$ cat src/rtl/lcdr_pkg.sv
// Shared constants and types for the LCD frame-synchronized control register.
// Assumes an 8-bit register word. The bit positions are fixed because software decodes them.
package lcdr_pkg;
    localparam int DATA_W  = 8;
    localparam int EN_B    = 7;
    localparam int WAVE_B  = 6;
    localparam int FLAG_B  = 4;
    localparam int IE_B    = 3;
    localparam int BLANK_B = 0;

    // Writable control fields, as held in the register or as their next value
    typedef struct packed {
        logic en;
        logic wave;
        logic ie;
        logic blank;
    } lcdr_ctl_t;
endpackage

$ cat src/rtl/lcdr_bus_if.sv
// Bus side of the register: address decode, the writable fields and the read mux.
// Assumes single-cycle writes and combinational reads. It also exports the next
// field values so that the frame logic can load a write that lands on a frame edge.
module lcdr_bus_if
    import lcdr_pkg::*;
#(
    parameter int                ADDR_W   = 6,
    parameter logic [ADDR_W-1:0] REG_ADDR = 6'h24
) (
    input  logic              clk,
    input  logic              rst_n,
    input  logic [ADDR_W-1:0] bus_addr,
    input  logic              bus_we,
    input  logic [DATA_W-1:0] bus_wdata,
    input  logic              flag_i,
    output lcdr_ctl_t         ctl_q,
    output lcdr_ctl_t         ctl_nxt,
    output logic              clr_wr,
    output logic [DATA_W-1:0] bus_rdata
);
    logic hit;
    logic wr;

    assign hit = (bus_addr == REG_ADDR);
    assign wr  = bus_we && hit;

    // Next field values: the write data on a hit, otherwise the held values
    always_comb begin
        if (wr) begin
            ctl_nxt.en    = bus_wdata[EN_B];
            ctl_nxt.wave  = bus_wdata[WAVE_B];
            ctl_nxt.ie    = bus_wdata[IE_B];
            ctl_nxt.blank = bus_wdata[BLANK_B];
        end else begin
            ctl_nxt = ctl_q;
        end
    end

    // Field storage, all zero after reset
    always_ff @(posedge clk) begin
        if (!rst_n) ctl_q <= '0;
        else        ctl_q <= ctl_nxt;
    end

    // A write of one to the flag position requests a clear
    assign clr_wr = wr && bus_wdata[FLAG_B];

    // Read mux; the reserved positions stay zero
    always_comb begin
        bus_rdata = '0;
        if (hit) begin
            bus_rdata[EN_B]    = ctl_q.en;
            bus_rdata[WAVE_B]  = ctl_q.wave;
            bus_rdata[FLAG_B]  = flag_i;
            bus_rdata[IE_B]    = ctl_q.ie;
            bus_rdata[BLANK_B] = ctl_q.blank;
        end
    end
endmodule

$ cat src/rtl/lcdr_frame_sync.sv
// Holds the waveform and blanking levels the driver sees. While enabled, these
// levels take the requested values only on a frame strobe. While disabled, they
// follow the requests on every edge. Assumes frame_start is a one-cycle pulse.
module lcdr_frame_sync (
    input  logic clk,
    input  logic rst_n,
    input  logic en_q,
    input  logic frame_start,
    input  logic wave_nxt,
    input  logic blank_nxt,
    output logic frame_ok,
    output logic wave_live,
    output logic blank_live
);
    logic load;

    assign frame_ok = en_q && frame_start;
    assign load     = frame_ok || !en_q;

    // Load the live levels at a frame boundary or while the controller is off
    always_ff @(posedge clk) begin
        if (!rst_n) begin
            wave_live  <= 1'b0;
            blank_live <= 1'b0;
        end else if (load) begin
            wave_live  <= wave_nxt;
            blank_live <= blank_nxt;
        end
    end
endmodule

$ cat src/rtl/lcdr_flag_unit.sv
// Start-of-frame flag, with decimation by two in the low-power waveform.
// The phase bit restarts on disable or on a waveform change. When a set and a
// clear fall in the same cycle, the set wins.
module lcdr_flag_unit (
    input  logic clk,
    input  logic rst_n,
    input  logic en_q,
    input  logic frame_ok,
    input  logic wave_nxt,
    input  logic wave_live,
    input  logic clr_req,
    output logic flag_q
);
    logic phase_q;
    logic eff_phase;
    logic set_ev;

    // A waveform change restarts the count, so this frame counts as the first
    assign eff_phase = (wave_nxt != wave_live) ? 1'b0 : phase_q;
    assign set_ev    = frame_ok && (!wave_nxt || !eff_phase);

    // Phase: toggles per low-power frame, zero otherwise or while disabled
    always_ff @(posedge clk) begin
        if (!rst_n || !en_q) phase_q <= 1'b0;
        else if (frame_ok)   phase_q <= wave_nxt ? !eff_phase : 1'b0;
    end

    // Flag: set has priority over a write-one or an acknowledge
    always_ff @(posedge clk) begin
        if (!rst_n)       flag_q <= 1'b0;
        else if (set_ev)  flag_q <= 1'b1;
        else if (clr_req) flag_q <= 1'b0;
    end
endmodule

$ cat src/rtl/lcd_frame_ctrl_reg.sv
// Top of the LCD frame-synchronized control register. Joins the bus side, the
// frame-aligned driver levels and the interrupt flag. Assumes a single clock and
// that frame_start and irq_ack are already synchronous to it.
module lcd_frame_ctrl_reg
    import lcdr_pkg::*;
#(
    parameter int                ADDR_W   = 6,
    parameter logic [ADDR_W-1:0] REG_ADDR = 6'h24
) (
    input  logic              clk,
    input  logic              rst_n,
    input  logic [ADDR_W-1:0] bus_addr,
    input  logic              bus_we,
    input  logic [DATA_W-1:0] bus_wdata,
    output logic [DATA_W-1:0] bus_rdata,
    input  logic              frame_start,
    input  logic              irq_ack,
    input  logic              global_ie,
    output logic              drv_enable,
    output logic              drv_lowpwr,
    output logic              drv_blank,
    output logic              irq_req
);
    lcdr_ctl_t ctl_q;
    lcdr_ctl_t ctl_nxt;
    logic      clr_wr;
    logic      frame_ok;
    logic      flag_q;

    lcdr_bus_if #(.ADDR_W(ADDR_W), .REG_ADDR(REG_ADDR)) u_bus (
        .clk       (clk),
        .rst_n     (rst_n),
        .bus_addr  (bus_addr),
        .bus_we    (bus_we),
        .bus_wdata (bus_wdata),
        .flag_i    (flag_q),
        .ctl_q     (ctl_q),
        .ctl_nxt   (ctl_nxt),
        .clr_wr    (clr_wr),
        .bus_rdata (bus_rdata)
    );

    lcdr_frame_sync u_sync (
        .clk         (clk),
        .rst_n       (rst_n),
        .en_q        (ctl_q.en),
        .frame_start (frame_start),
        .wave_nxt    (ctl_nxt.wave),
        .blank_nxt   (ctl_nxt.blank),
        .frame_ok    (frame_ok),
        .wave_live   (drv_lowpwr),
        .blank_live  (drv_blank)
    );

    lcdr_flag_unit u_flag (
        .clk       (clk),
        .rst_n     (rst_n),
        .en_q      (ctl_q.en),
        .frame_ok  (frame_ok),
        .wave_nxt  (ctl_nxt.wave),
        .wave_live (drv_lowpwr),
        .clr_req   (clr_wr || irq_ack),
        .flag_q    (flag_q)
    );

    assign drv_enable = ctl_q.en;
    assign irq_req    = flag_q && ctl_q.ie && global_ie;
endmodule

$ cat config.mk
export PLATFORM = sky130hd
export DESIGN_NAME = lcd_frame_ctrl_reg
export DESIGN_NICKNAME = d
export VERILOG_FILES = /design/src/rtl/lcdr_pkg.sv /design/src/rtl/lcdr_bus_if.sv /design/src/rtl/lcdr_frame_sync.sv /design/src/rtl/lcdr_flag_unit.sv /design/src/rtl/lcd_frame_ctrl_reg.sv
export SDC_FILE = /design/constraint.sdc
export NUM_CORES = 1
export LEC_CHECK = 0
export BUFFER_PORTS_ARGS = -buffer_cell sky130_fd_sc_hd__buf_2
export CAP_MARGIN = 5
export CORE_AREA = 2 2 39 41
export CTS_BUF_LIST = sky130_fd_sc_hd__clkbuf_16
export CTS_CLUSTER_DIAMETER = 40
export DETAILED_ROUTE_END_ITERATION = 16
export DIE_AREA = 0 0 41 43
export HOLD_SLACK_MARGIN = 0.03
export PLACE_DENSITY = 0.69
export SYNTH_ARGS = -nofsm -noshare
export SYNTH_HDL_FRONTEND = slang
export SYNTH_SLANG_ARGS = --single-unit
$ cat constraint.sdc
create_clock -name clk -period 2.05 [get_ports clk]
set_input_delay 0.1025 -clock clk [delete_from_list [all_inputs] [get_ports clk]]
set_output_delay 0.1025 -clock clk [all_outputs]
set_load 0.1 [all_outputs]
## Word-level counts from Yosys, hierarchy flattened

Index checks and enable logic that the tools add are counted.

| storage, ports and cells | value |
|---|---|
| flip-flop bits (word level) | 8 |

| cells by class | value |
|---|---|
| equality and inequality tests | 2 |
| multiplexer cells | 8 |
| reduce and logical (&&, ||, !) cells | 15 |

Operator list:

| cell | number |
|---|---|
| $eq A6 B6 Y1 const B | 1 |
| $logic_and A1 B1 Y1 | 6 |
| $mux W1 | 5 |
| $logic_not A1 Y1 | 4 |
| $logic_or A1 B1 Y1 | 4 |
| $mux W2 | 2 |
| $mux W3 | 1 |
| $reduce_bool A2 Y1 | 1 |
| $ne A1 B1 Y1 | 1 |

## Logic depth before layout (Yosys ltp)

Gate-level depths: netlist of run 1.

| logic depth | value |
|---|---|
| depth after elaboration | 9 |
| mapped depth | 4 |

## Hierarchy

A second synthesis of run 1 with hierarchy kept.

| unflattened totals | value |
|---|---|
| cells, all modules | 58 |
| area, all modules | 526.8 um2 |

Modules (own cells, without submodules):

| module | instances | cells each | area an instance (um2) | seq. area each (um2) |
|---|---|---|---|---|
| lcdr_bus_if | 1 | 35 | 331.6 | 80.1 |
| lcdr_frame_sync | 1 | 10 | 96.3 | 40.0 |
| lcdr_flag_unit | 1 | 11 | 86.3 | 40.0 |
| lcd_frame_ctrl_reg | 1 | 2 | 12.5 | 0.0 |

## Worst setup path before layout of run 1

No wires, ideal clock.

| path | value |
|---|---|
| kind | reg-to-output |
| start point | register, netlist name u_bus.ctl_q[3] |
| end point | output port bus_rdata[7] |
| arrival time | 1914 ps |
| slack | 33 ps |
| cell stages (with the launch flop) | 2 |
| buffers on the path | 0 |
| path through | dfxtp_1 > and3_1 |

| on the way | value |
|---|---|
| word-level cells in the longest chain between the ends | 1 |

RTL lines:

| item | line | text |
|---|---|---|
| $mux W2 | lcdr_bus_if.sv:51 | `if (hit) begin` |
| to (decl) | lcd_frame_ctrl_reg.sv:15 | `output logic [DATA_W-1:0] bus_rdata,` |

No other way between the ends.

## Worst setup path in the final report of run 1

| path | value |
|---|---|
| start point | input port bus_addr[1] |
| end point | output port bus_rdata[6] |

| on the way | value |
|---|---|
| word-level cells in the longest chain between the ends | 2 |

RTL lines:

| item | line | text |
|---|---|---|
| from (decl) | lcd_frame_ctrl_reg.sv:12 | `input logic [ADDR_W-1:0] bus_addr,` |
| $eq A6 B6 Y1 | lcdr_bus_if.sv:24 | `assign hit = (bus_addr == REG_ADDR);` |
| $mux W2 | lcdr_bus_if.sv:51 |  |

No other way between the ends.

==> flow_summary.json, run 1 <==
{
  "drive_gt1_frac": 0.410,
  "cts_resized": 0,
  "post-route-util": 0.484,
  "grt_util_met1": 0.143,
  "num-fill-cells": 134,
  "wl_per_cell_um": 12.4,
  "rsz0062_at_grt": "false",
  "setup_viol": 0,
  "ant_nets": 0,
  "cp.required_ns": 1.95,
  "cts_setup_buffers": 0,
  "busiest_layer": "met2",
  "fin_cells": 94,
  "drcViolationCount": 0,
  "intPower_uw": 427,
  "grt-ovfl-total": 0,
  "routed_wl_um": 1170,
  "cts_buffers": 3,
  "final.setup_skew_ns": 0.00194,
  "fin_area_um2": 669,
  "clkSinkCount": 8,
  "switchingPower_uw": 119,
  "antenna_found_initial": 0,
  "synth_area_um2": 462,
  "pwr-share-comb": 0.113,
  "coreArea_mm2": 0.00138,
  "pwr-share-clk": 0.598,
  "nets": 100,
  "seq_area_um2": 160,
  "startpoint_type": "primary input",
  "die_y_um": 43,
  "endpoint_kind": "primary output",
  "tritoncts": "built",
  "final.setup.tns_ns": 0,
  "crit_fanout": 11,
  "clk_path_buf_depth": 2,
  "pwr-share-seq": 0.289,
  "hp-class": "in2reg",
  "dp.cells": 91,
  "hold_violations": 0,
  "clock_tree.root_cell": "clkbuf_16",
  "dieWidth_um": 41,
  "syn_area_per_cell_um2": 9.05,
  "grt_use_met2": 0.238,
  "reg2reg_depth": 3,
  "post-route-min-period_ns": 1.35,
  "clk_latency_ns": 0.23,
  "gr-usage-met3": 0.0628,
  "finalPower_uw": 546,
  "htree_levels": 1,
  "vias": 486,
  "critPathKind": "in2out",
  "final_common_cell": "buf_2",
  "hold_depth": 2,
  "grt_pass1_wl_um": 1730,
  "path_common_cell": "buf_2",
  "clkTransAtPathRegs_ns": 0.03,
  "critical-path-top-delay-family": "buffers and inverters",
  "worstPathCellList": "buf_2 -> nor4b_2 -> buf_4 -> and3_1 -> buf_2",
  "portBuffers": 25,
  "drt_iter0_drc": 6,
  "maxCapViolCount": 0,
  "rows": 14,
  "synth.distinct_cells": 23,
  "status": "finished clean",
  "dpl.hpwl_um": 900,
  "swShare": 0.218,
  "slew_violations": 0,
  "vias_per_cell": 5.17,
  "power.density_mw_per_mm2": 815,
  "grt_pass1_vias": 443,
  "crit_buf_inv": 3,
  "synth_seq_cells": 8,
  "yosys_warnings": 0,
  "grt_usage": 0.154,
  "io_pins": 32,
  "cp_slowest_cell": "buf_2",
  "fmax_mhz": 741,
  "start_util": 0.334,
  "arrival_ns": 1.25,
  "ir_drop_uv": 360,
  "placed_cell_area_um2": 594,
  "dieArea_mm2": 0.00176,
  "leakage_uw": 0.000331,
  "grt_max_degree": 12,
  "antennaDiodeCount": 0,
  "layout_common_cells": "buf_2 (25), dfxtp_1 (8), and3_1 (6)",
  "seq_area_frac_synth": 0.347,
  "cts_hold_buf": 0,
  "multi_input_area_um2": 282,
  "post-route-period-util": 0.659,
  "crit_path_max_incr_delay_ns": 0.42,
  "syn2layout_area_growth_pct": 45.0,
  "drtPass1Iterations": 4,
  "syn_inst": 51,
  "routabilityCongestion": 0.720,
  "cp.depth": 5
}
-- cells in the mapped netlist --
| cell type | number | area [µm²] |
|---|---|---|
| and4b_1 | 1 | 10.0 |
| nor4b_2 | 1 | 15.0 |
| nand3_1 | 5 | 25.0 |
| buf_4 | 3 | 22.5 |
| a211o_1 | 1 | 8.76 |
| o21ai_1 | 3 | 15.0 |
| nor2b_1 | 1 | 6.26 |
| a31oi_1 | 3 | 18.8 |
| nand2b_1 | 1 | 6.26 |
| buf_2 | 1 | 5.00 |
| nand4_1 | 1 | 6.26 |
| a21boi_1 | 4 | 30.0 |
| or4b_4 | 1 | 13.8 |
| nand3b_1 | 2 | 15.0 |
| and3b_1 | 1 | 8.76 |
| o21ai_0 | 2 | 10.0 |
| o2111ai_1 | 1 | 8.76 |
| o21ai_4 | 1 | 16.3 |
| dfxtp_1 | 8 | 160 |
| a21oi_1 | 2 | 10.0 |
| a41oi_1 | 1 | 8.76 |
| conb_1 | 1 | 3.75 |
| and3_1 | 6 | 37.5 |
-- routing by layer --
layer / routed length [µm] / up-vias
li1: - / 252
met3: 105 / 4
met5: 0 / -
met1: 495 / 205
met4: 41 / 0
met2: 526 / 25
-- power by group through the flow --
stage	registers (µW)	clock network, µW	logic, µW
finish	158	326	61.7
global route	158	340	65.4
CTS	158	334	61.9
detailed placement	160	0	61.5
global placement	160	0	60.6
floorplan	162	0	40.4
-- worst register-to-register path, stage by stage (launching register included) --
cell and delay [ns]:
dfxtp_1 0.34, nand3_1 0.10, a41oi_1 0.05, a211o_1 0.30
-- state kept, by name, indices dropped and copies added, names as in the netlist --
register           count
u_sync.blank_live      1
u_sync.wave_live       1
u_flag.phase_q         1
u_bus.ctl_q            4
u_flag.flag_q          1
-- worst paths after layout --
check | slack, ns | from | endpoint
worst min-delay path | 0.11 | frame_start | u_flag.phase_q$_SDFFE_PP0P_
worst max register to register | 1.14 | u_bus.ctl_q[3]$_SDFFE_PN0N_ | u_flag.flag_q$_SDFFE_PN0P_
worst max-delay path | 0.70 | bus_addr[1] | bus_rdata[6]
worst min register to register | 0.50 | u_bus.ctl_q[1]$_SDFFE_PN0N_ | u_bus.ctl_q[1]$_SDFFE_PN0N_
-- stage by stage --
stage / setup WS [ns] / hold WS, ns
after floorplan: 0.0330 / 0.204
after detailed placement: 0.700 / 0.351
after CTS: 0.696 / 0.112
after global routing: 0.630 / 0.129
after global placement: 0.703 / 0.346
final: 0.700 / 0.110
-- area by class of cell --
| type | count | share of cell area |
|---|---|---|
| repair buffers | 26 | 0.198 |
| clock buffers | 3 | 0.112 |
| multi-input cells | 41 | 0.421 |
| well taps | 16 | 0.0299 |
| flip-flops and latches | 8 | 0.239 |
-- logic make-up after synthesis --
| kind of cell | after synthesis | share of synthesized area |
|---|---|---|
| and+or+nand+nor | 20 | 0.312 |
| AOI/OAI and AO/OA | 18 | 0.274 |
| DFF | 8 | 0.347 |
| buffers and inverters | 4 | 0.0596 |
| other | 1 | 0.00812 |
No activity file was read; power rests on OpenSTA's default activity.
==> run 2: changes to the inputs <==
- CORE_AREA: 2 2 39 41 -> default
- CORE_MARGIN: default -> 2
- CORE_UTILIZATION: default -> 34
- DIE_AREA: 0 0 41 43 -> default
- PLACE_DENSITY: 0.69 -> 0.71
- clock period: 2.05 -> 1.2 ns (I/O delays scaled with it)
==> flow_summary.json, run 2 (synthesis results as in run 1) <==
{
  "whs_ns": 0.0758,
  "routabilityCongestion": 0.724,
  "pwr-share-clk": 0.597,
  "cts_resized": 0,
  "final.setup.tns_ns": 0,
  "portBuffers": 25,
  "dpl.hpwl_um": 897,
  "drt_iter0_drc": 4,
  "swShare": 0.216,
  "crit_fanout": 6,
  "layout_common_cells": "buf_2 (19), buf_12 (6), and3_2 (5), nand3_1 (5), dfxtp_1 (5)",
  "fin_cells": 93,
  "startpoint_type": "flip-flop",
  "vias": 514,
  "drive_gt1_frac": 0.513,
  "power.density_mw_per_mm2": 1210,
  "start_util": 0.359,
  "syn2layout_area_growth_pct": 66.4,
  "fmax_mhz": 914,
  "tritoncts": "built",
  "hp-class": "in2reg",
  "vias_per_cell": 5.53,
  "rows": 13,
  "cp.depth": 1,
  "clkTransAtPathRegs_ns": 0.03,
  "setup_viol": 0,
  "largest_reg_flops": 4,
  "placed_cell_area_um2": 693,
  "coreArea_mm2": 0.00128,
  "finalPower_uw": 929,
  "switchingPower_uw": 200,
  "final_common_cell": "buf_2",
  "final.setup_skew_ns": 0.00348,
  "clk_latency_ns": 0.23,
  "critical-path-top-delay-family": "buffers and inverters",
  "pwr-share-seq": 0.290,
  "drcViolationCount": 0,
  "drtPass1Iterations": 4,
  "worstPathCellList": "buf_2",
  "post-route-min-period_ns": 1.09,
  "post-route-period-util": 0.911,
  "grt-ovfl-total": 0,
  "r2r-start": "u_bus.ctl_q[3]$_SDFFE_PN0N_",
  "grt_pass1_vias": 402,
  "nets": 100,
  "wl_per_cell_um": 13.1,
  "ir_drop_uv": 1060,
  "cts_setup_buffers": 0,
  "endpoint_kind": "primary output",
  "die_y_um": 40.9,
  "routed_wl_um": 1220,
  "hold_start": "bus_wdata[7]",
  "cts_hold_buf": 0,
  "hold_depth": 3,
  "clkSinkCount": 8,
  "clock_tree.root_cell": "clkbuf_16",
  "dp.cells": 90,
  "num-fill-cells": 114,
  "htree_levels": 1,
  "crit_buf_inv": 1,
  "rsz0062_at_grt": "false",
  "maxCapViolCount": 0,
  "grt_pass1_wl_um": 1690,
  "pwr-share-comb": 0.113,
  "ant_nets": 0,
  "grt_max_degree": 12,
  "cp_slowest_cell": "buf_2",
  "grt_usage": 0.162,
  "leakage_uw": 0.000345,
  "top_register": "u_bus.ctl_q",
  "fin_area_um2": 768,
  "io_pins": 32,
  "dieArea_mm2": 0.00167,
  "hold_violations": 0,
  "antennaDiodeCount": 0,
  "cts_buffers": 3,
  "dieWidth_um": 40.9,
  "intPower_uw": 729,
  "critPathKind": "reg2out",
  "arrival_ns": 1.03,
  "cp.required_ns": 1.14,
  "crit_path_max_incr_delay_ns": 0.44,
  "crit_start": "u_bus.ctl_q[3]$_SDFFE_PN0N_",
  "antenna_found_initial": 0,
  "status": "finished clean",
  "clk_path_buf_depth": 2,
  "reg2reg_depth": 3,
  "slew_violations": 0
}
==> run 2: path summary, 6_finish.rpt <==
| kind | to | slack, ns |
|---|---|---|
| worst max-delay path | drv_enable | 0.11 |
| worst min-delay path | u_bus.ctl_q[3]$_SDFFE_PN0N_ | 0.08 |
| worst max register to register | u_flag.flag_q$_SDFFE_PN0P_ | 0.28 |
| worst min register to register | u_flag.phase_q$_SDFFE_PP0P_ | 0.51 |
==> run 2: worst register-to-register path, delay by kind of cell, from the launching register on <==
family | cells | cell delay, ns
DFF | 1 | 0.34
AOI/OAI and AO/OA | 2 | 0.36
and+or+nand+nor | 1 | 0.11
==> run 2: metrics by stage <==
| stage | util | worst slack [ns] |
|---|---|---|
| finish | 0.598 | 0.106 |
| global route | 0.598 | 0.0588 |
| CTS | 0.598 | 0.108 |
| detailed placement | 0.539 | 0.0144 |
| global placement | 0.539 | 0.0293 |
| floorplan | - | -0.158 |
==> run 2: cell type report <==
cell class,instances,area (µm²),area share
multi-input combinational,41,288,0.375
timing repair buffer,26,223,0.290
sequential,8,164,0.213
clock buffer,3,75.1,0.0977
tap,15,18.8,0.0244
==> run 2: per-layer routing <==
layer | vias up | GRT usage | part of all wire
met5 | - | 0 | 0
met4 | 0 | 0.0500 | 0
met3 | 0 | 0.0652 | 0.066
met2 | 18 | 0.289 | 0.52
met1 | 248 | 0.171 | 0.41
li1 | 248 | - | -
==> run 2: power groups by stage <==
stage	registers, µW	logic (µW)	clock network (µW)
5_1_grt	269	112	567
3_5_place_dp	273	105	0
4_1_cts	269	105	557
6_report	269	105	554
2_1_floorplan	277	69.0	0
3_3_place_gp	273	104	0
